### src/rtl/log8_pkg.sv
package log8_pkg;
  localparam int LOG8_EXP_W = 4;
  localparam int LOG8_MAN_W = 4;
  localparam int LOG8_VAL_W = 32;

  typedef struct packed {
    logic [LOG8_EXP_W-1:0] seg;
    logic [LOG8_MAN_W-1:0] pos;
  } log8_code_t;
endpackage

### src/rtl/log8_lzc.sv
module log8_lzc #(
  parameter int W    = 32,
  parameter int LZ_W = $clog2(W) + 1
) (
  input  logic [W-1:0]    word_i,
  output logic [LZ_W-1:0] zeros_o
);
  localparam int STAGES = $clog2(W);

  logic [W-1:0]    rest [STAGES+1];
  logic [LZ_W-1:0] cnt  [STAGES+1];

  assign rest[0] = word_i;
  assign cnt[0]  = LZ_W'(W);

  // binary search: each stage halves the window that may hold the top one
  for (genvar s = 0; s < STAGES; s++) begin : g_stage
    localparam int SH = W >> (s + 1);
    logic [W-1:0] upper;
    assign upper       = rest[s] >> SH;
    assign rest[s+1]   = (upper != '0) ? upper : rest[s];
    assign cnt[s+1]    = (upper != '0) ? cnt[s] - LZ_W'(SH) : cnt[s];
  end

  // remaining word is 0 or 1; a zero input keeps the full width as count
  assign zeros_o = cnt[STAGES] - LZ_W'(rest[STAGES]);
endmodule

### src/rtl/log8_decoder.sv
module log8_decoder #(
  parameter int VAL_W = log8_pkg::LOG8_VAL_W,
  parameter int EXP_W = log8_pkg::LOG8_EXP_W,
  parameter int MAN_W = log8_pkg::LOG8_MAN_W
) (
  input  logic [EXP_W+MAN_W-1:0] code_i,
  output logic [VAL_W-1:0]       value_o
);
  localparam int CODE_W = EXP_W + MAN_W;

  logic [EXP_W-1:0] seg;
  logic [MAN_W-1:0] pos;
  logic [VAL_W-1:0] seg_base;
  logic [VAL_W-1:0] scaled;

  assign seg = code_i[CODE_W-1:MAN_W];
  assign pos = code_i[MAN_W-1:0];

  // base of segment e is (2^e - 1) steps of the first segment width
  assign seg_base = ((VAL_W'(1) << seg) - VAL_W'(1)) << MAN_W;
  assign scaled   = VAL_W'(pos) << seg;
  assign value_o  = scaled + seg_base;
endmodule

### src/rtl/log8_encoder.sv
module log8_encoder #(
  parameter int VAL_W    = log8_pkg::LOG8_VAL_W,
  parameter int EXP_W    = log8_pkg::LOG8_EXP_W,
  parameter int MAN_W    = log8_pkg::LOG8_MAN_W,
  parameter int DN_STEPS = 2,
  parameter int UP_STEPS = 2
) (
  input  logic [VAL_W-1:0]       value_i,
  output logic [EXP_W+MAN_W-1:0] code_o
);
  localparam int CODE_W  = EXP_W + MAN_W;
  localparam int LZ_W    = $clog2(VAL_W) + 1;
  localparam int EXP_TOP = (1 << EXP_W) - 1;
  localparam logic [VAL_W-1:0] SEG0 = VAL_W'(1) << MAN_W;
  localparam logic [EXP_W-1:0] EXP_MAX = '1;

  logic [LZ_W-1:0]  lz;
  int               guess;
  logic [EXP_W-1:0] e_est;
  logic [VAL_W-1:0] off_est;

  log8_lzc #(.W(VAL_W), .LZ_W(LZ_W)) u_lzc (
    .word_i (value_i),
    .zeros_o(lz)
  );

  // estimate: top-one position minus mantissa width, clamped
  always_comb begin
    guess = VAL_W - 1 - MAN_W - int'(lz);
    if (guess < 1)            e_est = '0;
    else if (guess > EXP_TOP) e_est = EXP_MAX;
    else                      e_est = EXP_W'(guess);
  end

  assign off_est = ((VAL_W'(1) << e_est) - VAL_W'(1)) << MAN_W;

  // downward correction chain
  logic [EXP_W-1:0] e_dn   [DN_STEPS+1];
  logic [VAL_W-1:0] off_dn [DN_STEPS+1];
  assign e_dn[0]   = e_est;
  assign off_dn[0] = off_est;

  for (genvar d = 0; d < DN_STEPS; d++) begin : g_down
    logic below;
    assign below       = (e_dn[d] != '0) && (value_i < off_dn[d]);
    assign e_dn[d+1]   = below ? e_dn[d] - EXP_W'(1) : e_dn[d];
    assign off_dn[d+1] = below ? (off_dn[d] - SEG0) >> 1 : off_dn[d];
  end

  // upward correction chain
  logic [EXP_W-1:0] e_up   [UP_STEPS+1];
  logic [VAL_W-1:0] off_up [UP_STEPS+1];
  assign e_up[0]   = e_dn[DN_STEPS];
  assign off_up[0] = off_dn[DN_STEPS];

  for (genvar u = 0; u < UP_STEPS; u++) begin : g_up
    logic [VAL_W-1:0] nxt;
    logic             above;
    assign nxt         = (off_up[u] << 1) + SEG0;
    assign above       = (e_up[u] != EXP_MAX) && (value_i >= nxt);
    assign e_up[u+1]   = above ? e_up[u] + EXP_W'(1) : e_up[u];
    assign off_up[u+1] = above ? nxt : off_up[u];
  end

  logic [EXP_W-1:0] e_fin;
  logic [VAL_W-1:0] residue;
  logic [VAL_W-1:0] pos_full;
  logic             sat;

  assign e_fin    = e_up[UP_STEPS];
  assign residue  = value_i - off_up[UP_STEPS];
  assign pos_full = residue >> e_fin;
  assign sat      = (pos_full[VAL_W-1:MAN_W] != '0);

  always_comb begin
    if (sat) code_o = '1;
    else     code_o = CODE_W'({e_fin, pos_full[MAN_W-1:0]});
  end
endmodule

### src/rtl/log8_codec.sv
module log8_codec #(
  parameter int VAL_W   = log8_pkg::LOG8_VAL_W,
  parameter int EXP_W   = log8_pkg::LOG8_EXP_W,
  parameter int MAN_W   = log8_pkg::LOG8_MAN_W,
  parameter bit REG_OUT = 1'b1
) (
  input  logic                   clk_i,
  input  logic                   rst_ni,
  input  logic [EXP_W+MAN_W-1:0] dec_code_i,
  output logic [VAL_W-1:0]       dec_value_o,
  input  logic [VAL_W-1:0]       enc_value_i,
  output logic [EXP_W+MAN_W-1:0] enc_code_o
);
  localparam int CODE_W = EXP_W + MAN_W;

  logic [VAL_W-1:0]  dec_comb;
  logic [CODE_W-1:0] enc_comb;

  log8_decoder #(.VAL_W(VAL_W), .EXP_W(EXP_W), .MAN_W(MAN_W)) u_dec (
    .code_i (dec_code_i),
    .value_o(dec_comb)
  );

  log8_encoder #(.VAL_W(VAL_W), .EXP_W(EXP_W), .MAN_W(MAN_W)) u_enc (
    .value_i(enc_value_i),
    .code_o (enc_comb)
  );

  if (REG_OUT) begin : g_reg
    always_ff @(posedge clk_i or negedge rst_ni) begin
      if (!rst_ni) begin
        dec_value_o <= '0;
        enc_code_o  <= '0;
      end else begin
        dec_value_o <= dec_comb;
        enc_code_o  <= enc_comb;
      end
    end
  end else begin : g_comb
    assign dec_value_o = dec_comb;
    assign enc_code_o  = enc_comb;
  end
endmodule

### config.mk
export PLATFORM = sky130hd
export DESIGN_NAME = log8_codec
export DESIGN_NICKNAME = d
export VERILOG_FILES = /design/src/rtl/log8_pkg.sv /design/src/rtl/log8_lzc.sv /design/src/rtl/log8_decoder.sv /design/src/rtl/log8_encoder.sv /design/src/rtl/log8_codec.sv
export SDC_FILE = /design/constraint.sdc
export NUM_CORES = 1
export LEC_CHECK = 0
export ABC_CLOCK_PERIOD_IN_PS = 800
export BUFFER_PORTS_ARGS = -buffer_cell sky130_fd_sc_hd__buf_2
export CAP_MARGIN = 20
export CELL_PAD_IN_SITES_DETAIL_PLACEMENT = 0
export CELL_PAD_IN_SITES_GLOBAL_PLACEMENT = 1
export CORE_MARGIN = 3
export CORE_UTILIZATION = 41
export DETAILED_ROUTE_END_ITERATION = 7
export PLACE_DENSITY = 0.77
export SLEW_MARGIN = 20
export SYNTH_ARGS = -nofsm -noshare
export SYNTH_HDL_FRONTEND = slang
export SYNTH_SLANG_ARGS = --single-unit
### constraint.sdc
create_clock -name clk_i -period 0.8 [get_ports clk_i]
set_input_delay 0.16 -clock clk_i [delete_from_list [all_inputs] [get_ports clk_i]]
set_output_delay 0.16 -clock clk_i [all_outputs]
set_load 0.01 [all_outputs]
### After elaboration in Yosys (flattened, before gate mapping)

Cells that the tools add are included.

| cells by class | value |
|---|---|
| $add $sub $neg | 18 |
| reductions and logical operators | 12 |
| muxes and demuxes | 21 |
| bitwise gates (word level) | 0 |
| eq/ne operators | 2 |
| $lt $le $gt $ge | 6 |
| $mul | 0 |
| div/mod/pow operators | 0 |
| shifts and indexed selects | 4 |

Operator list:

| operator | count |
|---|---|
| 32-bit 2-to-1 mux | 8 |
| 32-bit nonzero test | 5 |
| 32-bit by 5-bit adder with 32-bit output, second input constant | 2 |
| 32-bit >= comparator | 2 |
| 32-bit < comparator | 2 |
| 32-bit by 5-bit subtractor with 32-bit output, second input constant | 2 |
| 1-bit by 4-bit left shift with 28-bit output, first input constant | 2 |
| 28-bit by 2-bit subtractor with 28-bit output, second input constant | 2 |
| 6-bit 2-to-1 mux | 6 |
| 32-bit adder | 1 |
| 32-bit by 5-bit > comparator with 1-bit output, second input constant | 1 |
| 32-bit by 2-bit < comparator with 1-bit output, second input constant | 1 |
| 4-bit by 4-bit left shift with 32-bit output | 1 |
| 32-bit by 4-bit right shift with 32-bit output | 1 |
| 32-bit subtractor | 1 |
| 28-bit nonzero test | 1 |
| 4-bit 2-to-1 mux | 6 |
| 4-bit by 1-bit adder with 4-bit output, second input constant | 2 |
| 8-bit 2-to-1 mux | 1 |
| 4-bit != test, second input constant | 2 |
| 4-bit nonzero test | 2 |
| 4-bit by 1-bit subtractor with 4-bit output, second input constant | 2 |
| 5-bit by 6-bit subtractor with 7-bit output, first input constant | 1 |
| 6-bit by 1-bit subtractor with 6-bit output, second input constant | 1 |
| other kinds (5) | 8 |

| word-level totals | value |
|---|---|
| bits in read-only memories | 0 |
| bits of input ports | 42 |
| bits in writable memories | 0 |
| word-level logic and storage cells | 65 |
| bits in registers | 40 |
| latch bits | 0 |
| memories | 0 |
| output and inout port bits | 40 |

### Logic depth before layout (Yosys ltp)

| depth | value |
|---|---|
| depth in word-level cells | 35 |
| gate-level depth with buffers | 144 |
| gate-level depth less buffers | 130 |

### Hierarchy

From an unflattened synthesis, not the netlist that was laid out.

| unflattened totals | value |
|---|---|
| cells, all modules | 1697 |
| area total of the unflattened synthesis | 12436.9 µm² |

Modules (own cells, without submodules):

| module | times used | seq. area each (µm²) | area an instance (µm²) | cells an instance |
|---|---|---|---|---|
| log8_encoder | 1 | 0.0 | 9361.5 | 1350 |
| log8_decoder | 1 | 0.0 | 1238.7 | 188 |
| log8_codec | 1 | 1001.0 | 1001.0 | 40 |
| log8_lzc | 1 | 0.0 | 835.8 | 119 |

### Worst setup path before layout

OpenSTA, ideal clock, no wires.

| path | value |
|---|---|
| path type | input-to-reg |
| start | input port enc_value_i[27] |
| end | register enc_code_o[4] |
| data required time | 0.650 ns |
| setup time | 0.150 ns |
| stages on the path | 138 |
| data arrival time | 25.389 ns |
| path buffers | 15 |
| slack | -24.739 ns |
| cells stage by stage | or4_1 nor4_1 a2bb2oi_2 inv_2 a21o_1 nor2_1 o31ai_1 o2111ai_1 or2_2 xnor2_1 ha_1 a21boi_0 o21a_1 nor2_1 a21o_1 and4_4 buf_6 nor3_1 (+102 left out) a21oi_1 o21ai_0 a21o_1 a21oi_1 nor2b_1 o41ai_1 o2111ai_1 o211ai_1 o21ai_0 o21a_1 nor2_1 xor2_1 nor2_1 o32a_1 a2111oi_2 a21oi_1 a2111oi_4 o211ai_1 |

| on the way | value |
|---|---|
| word-level cells in the longest chain between the ends | 35 |
| elaborated cells between the ends (all ways) | 59 |
| those cells by class | add/sub: 16; order compare: 6; eq/ne: 2; shift: 2; mux: 21; reduce/logical: 12 |

Ends and longest elaborated chain:

| what | RTL line | text |
|---|---|---|
| start: declaration | log8_codec.sv:11 | `input logic [VAL_W-1:0] enc_value_i,` |
| 32-bit nonzero test | log8_lzc.sv:21, log8_lzc.sv:22 |  |
| 6-bit 2-to-1 mux or 32-bit 2-to-1 mux (tied branches) | log8_lzc.sv:22, log8_lzc.sv:21 |  |
| 6-bit by 4-bit subtractor with 6-bit output or 32-bit nonzero test (tied branches) | log8_lzc.sv:22, log8_lzc.sv:21 |  |
| 6-bit 2-to-1 mux or 32-bit 2-to-1 mux (tied branches) | log8_lzc.sv:22, log8_lzc.sv:21 |  |
| 6-bit by 3-bit subtractor with 6-bit output or 32-bit nonzero test (tied branches) | log8_lzc.sv:22, log8_lzc.sv:21 |  |
| 6-bit 2-to-1 mux or 32-bit 2-to-1 mux (tied branches) | log8_lzc.sv:22, log8_lzc.sv:21 |  |
| 6-bit by 2-bit subtractor with 6-bit output or 32-bit nonzero test (tied branches) | log8_lzc.sv:22, log8_lzc.sv:21 |  |
| 6-bit 2-to-1 mux or 32-bit 2-to-1 mux (tied branches) | log8_lzc.sv:22, log8_lzc.sv:21 |  |
| (+20 left out) | n/a |  |
| 32-bit >= comparator | log8_encoder.sv:60 | `assign above = (e_up[u] != EXP_MAX) && (value_i >= nxt);` |
| 1-bit logical AND | log8_encoder.sv:60 |  |
| 32-bit 2-to-1 mux | log8_encoder.sv:62 | `assign off_up[u+1] = above ? nxt : off_up[u];` |
| 32-bit subtractor | log8_encoder.sv:71 | `assign residue = value_i - off_up[UP_STEPS];` |
| 32-bit by 4-bit right shift with 32-bit output | log8_encoder.sv:72 | `assign pos_full = residue >> e_fin;` |
| 28-bit nonzero test | log8_encoder.sv:73 | `assign sat = (pos_full[VAL_W-1:MAN_W] != '0);` |
| 8-bit 2-to-1 mux * | log8_encoder.sv:76 | `if (sat) code_o = '1;` |
| named net enc_comb[4] | log8_codec.sv:17 | `logic [CODE_W-1:0] enc_comb;` |
| end signal: assignment | log8_codec.sv:36 | `enc_code_o <= enc_comb;` |
| end: declaration | log8_codec.sv:12 | `output logic [EXP_W+MAN_W-1:0] enc_code_o` |

Mark *: on every way through the listed nets, which the timed path passes. The rest lies on a longest branch.

### Worst setup path after layout

| path | value |
|---|---|
| start | input port enc_value_i[29] |
| end | register enc_code_o[5] |

The elaborated chain is that of the path after synthesis.

==> out/metrics.cfg <==
[global_routing]
grt_max_degree=31
grt_util_all_layers_pct=30.8
grt_antenna_before_repair=1
grt_pass1_vias=15600
grt_overflow=0
grt_pass1_wl_um=78100

[power_and_ir_drop]
ir_drop_uv=3100
power.density_nw_per_um2=4940
power.total_w=0.0988
p_leak_nw=9.44

[setup_path]
cp_max_fo=8
setup.worst_path.end_class=register
path_class=input pin to register
crit_top_cell=a21o_1
slowest_stage=or4b_2
cp-start-kind=input pin
worstSetupStartpoint=enc_value_i[29]
cp_top_family=compound AO/OA/AOI/OAI gates
slowest_delay_ps=660
worstPathBufferInverterCount=19
cp.arrival_ps=21830
required_ps=960

[sta]
fmax_mhz=46.1
hold_viol=0
drv_slew=0
period_share_pct=2710
setup_viol=69
rsz0062_at_grt=yes
layout_min_cycle_time_ps=21670
tightest_slew_ps=533
final.setup.worst_slack_ps=-20870
slew-limit-headroom_pct=64.3

[floorplan]
core_um2=28000
start_util_pct=41.8
chipHeight_um=175
die_x_um=175
num_rows=61
dieArea_um2=30600
boundaryPins=82

[logic_synthesis]
synth_seq_cells=40
yosysWarningCount=0
syn_avg_cell_area_um2=7.34
synth.most_common_cell=ha_1
ys_async_sr_fraction_pct=100
syn_area_um2=11700
yosys-top-cells-count=ha_1, nor2_1, nand2_1
yosysSeqAreaShare_pct=8.54
yosysTopAreaCell=ha_1
netlist_instances=1597
synth.top_cell.area_share_pct=18.9
synth_area_leaders=ha_1, dfrtp_1, a21oi_1
synthFlopType=dfrtp_1
synth-edff-count=0
yosysUniqueCellTypes=102

[cts]
htreeDepth=2
cts_max_path_buffers=2
cts_tree=done
numCtsBuffers=5
clock_sinks=40
cts-root-buf=clkbuf_16
clk_pin_slew_ps=70

[outcome]
violations=setup timing
status=finished with violations

[job]
drv_cap=0

[routing]
drt_iter0_drc=1145
drtPass1Iterations=6
routed_wl_um=51800
wire_per_inst_um=18.6
vias=15800
detail-route-antenna-nets=0
viasPerCell=5.70
drc=0

[hold_path]
hold_path_depth=4
min-delay-start=dec_code_i[5]
hold_path.class=input pin to register
min_to=dec_value_o[26]

[placement]
finalWeightedCongestion=1.01
dp_hpwl_um=38100
placed_area_um2=17700
port-buffer-count=81

[finish]
layout.nets=2620
drive_above_1_share_pct=47.9
stdcell_area_um2=20000
syn2layout_area_growth_pct=70.9

## where the power goes
part / switching (W) / internal (W)
sequential: 0.0000444 / 0.00220
combinational: 0.0454 / 0.0489
clock: 0.000830 / 0.00148
## flip-flops by register name, indices dropped and copies added, names as in the netlist
| signal | count |
|---|---|
| enc_code_o | 8 |
| dec_value_o | 32 |
## repair_timing
| action | in CTS | in global routing |
|---|---|---|
| setup endpoints to repair | 70 | 70 |
| setup buffers | 127 | 37 |
| pin swaps | 99 | 88 |
| hold buffers | 1 | 0 |
| gates resized for setup | 127 | 106 |
| endpoints found under the hold margin | 40 | 0 |
## per-layer routing
metal,share of wire [%],track usage (%),vias up
met5,0,0,-
met4,5.9,13.9,0
met3,5.0,2.67,196
met2,49,56.2,588
met1,40,36.7,7518
li1,-,-,7539
## area by class of cell
class	count	area (µm²)
multi-input cells	1426	11700
fillers	2151	7990
clock buffers	5	125
diodes	1	2.50
repair buffers	846	6390
well taps	378	473
flip-flops and latches	40	1000
clock inverters	3	46.3
inverters	79	304
## metrics by stage
| step | utilization [%] | worst slack, ps | instances | TNS (ps) | hold slack, ps |
|---|---|---|---|---|---|
| 2_1_floorplan | - | -21300 | 1612 | -196240 | -136 |
| 3_3_place_gp | 63.1 | -21040 | 2632 | -200050 | 24.1 |
| 3_5_place_dp | 63.1 | -21690 | 2632 | -206510 | 31.4 |
| 4_1_cts | 69.0 | -20320 | 2754 | -191470 | 249 |
| 5_1_grt | 71.5 | -21940 | 2778 | -210920 | 281 |
| 6_report | 71.5 | -20870 | 2778 | -200440 | 270 |
## how the worst max path moves through the flow
stage,to,slack [ps],depth (start not counted)
floorplan,enc_code_o[4],-21300,139
global placement,enc_code_o[6],-21040,126
detailed placement,enc_code_o[6],-21690,127
CTS,enc_code_o[6],-20320,126
global route,enc_code_o[6],-21940,132
finish,enc_code_o[5],-20870,129
## logic make-up (layout without fill, tap and decap cells)
| family | count (synthesis) | count (layout) | synth area share (%) |
|---|---|---|---|
| AO/OA/AOI/OAI | 515 | 515 | 30.1 |
| XOR/XNOR | 80 | 80 | 6.39 |
| adder cells (fa/ha/maj) | 182 | 182 | 19.6 |
| buffers and inverters | 146 | 933 | 5.18 |
| flip-flops | 40 | 40 | 8.54 |
| multiplexers | 65 | 65 | 6.18 |
| other | 2 | 18 | 0.0641 |
| AND/OR/NAND/NOR | 567 | 567 | 24.0 |
## cell usage in the layout, fill, tap and decap left out, drive strengths merged, types with 21 or more instances in the layout
cell and n:
a211oi 21, a21o 47, a21oi 131, and2 23, buf 845, dfrtp 40, ha 177, inv 80
mux2 26, mux2i 37, nand2 147, nand2b 25, nand3 43, nand4 35, nor2 152, nor2b 23
nor3 46, o211ai 22, o21a 33, o21ai 111, xnor2 61
Power figures use the tool's default switching activity.
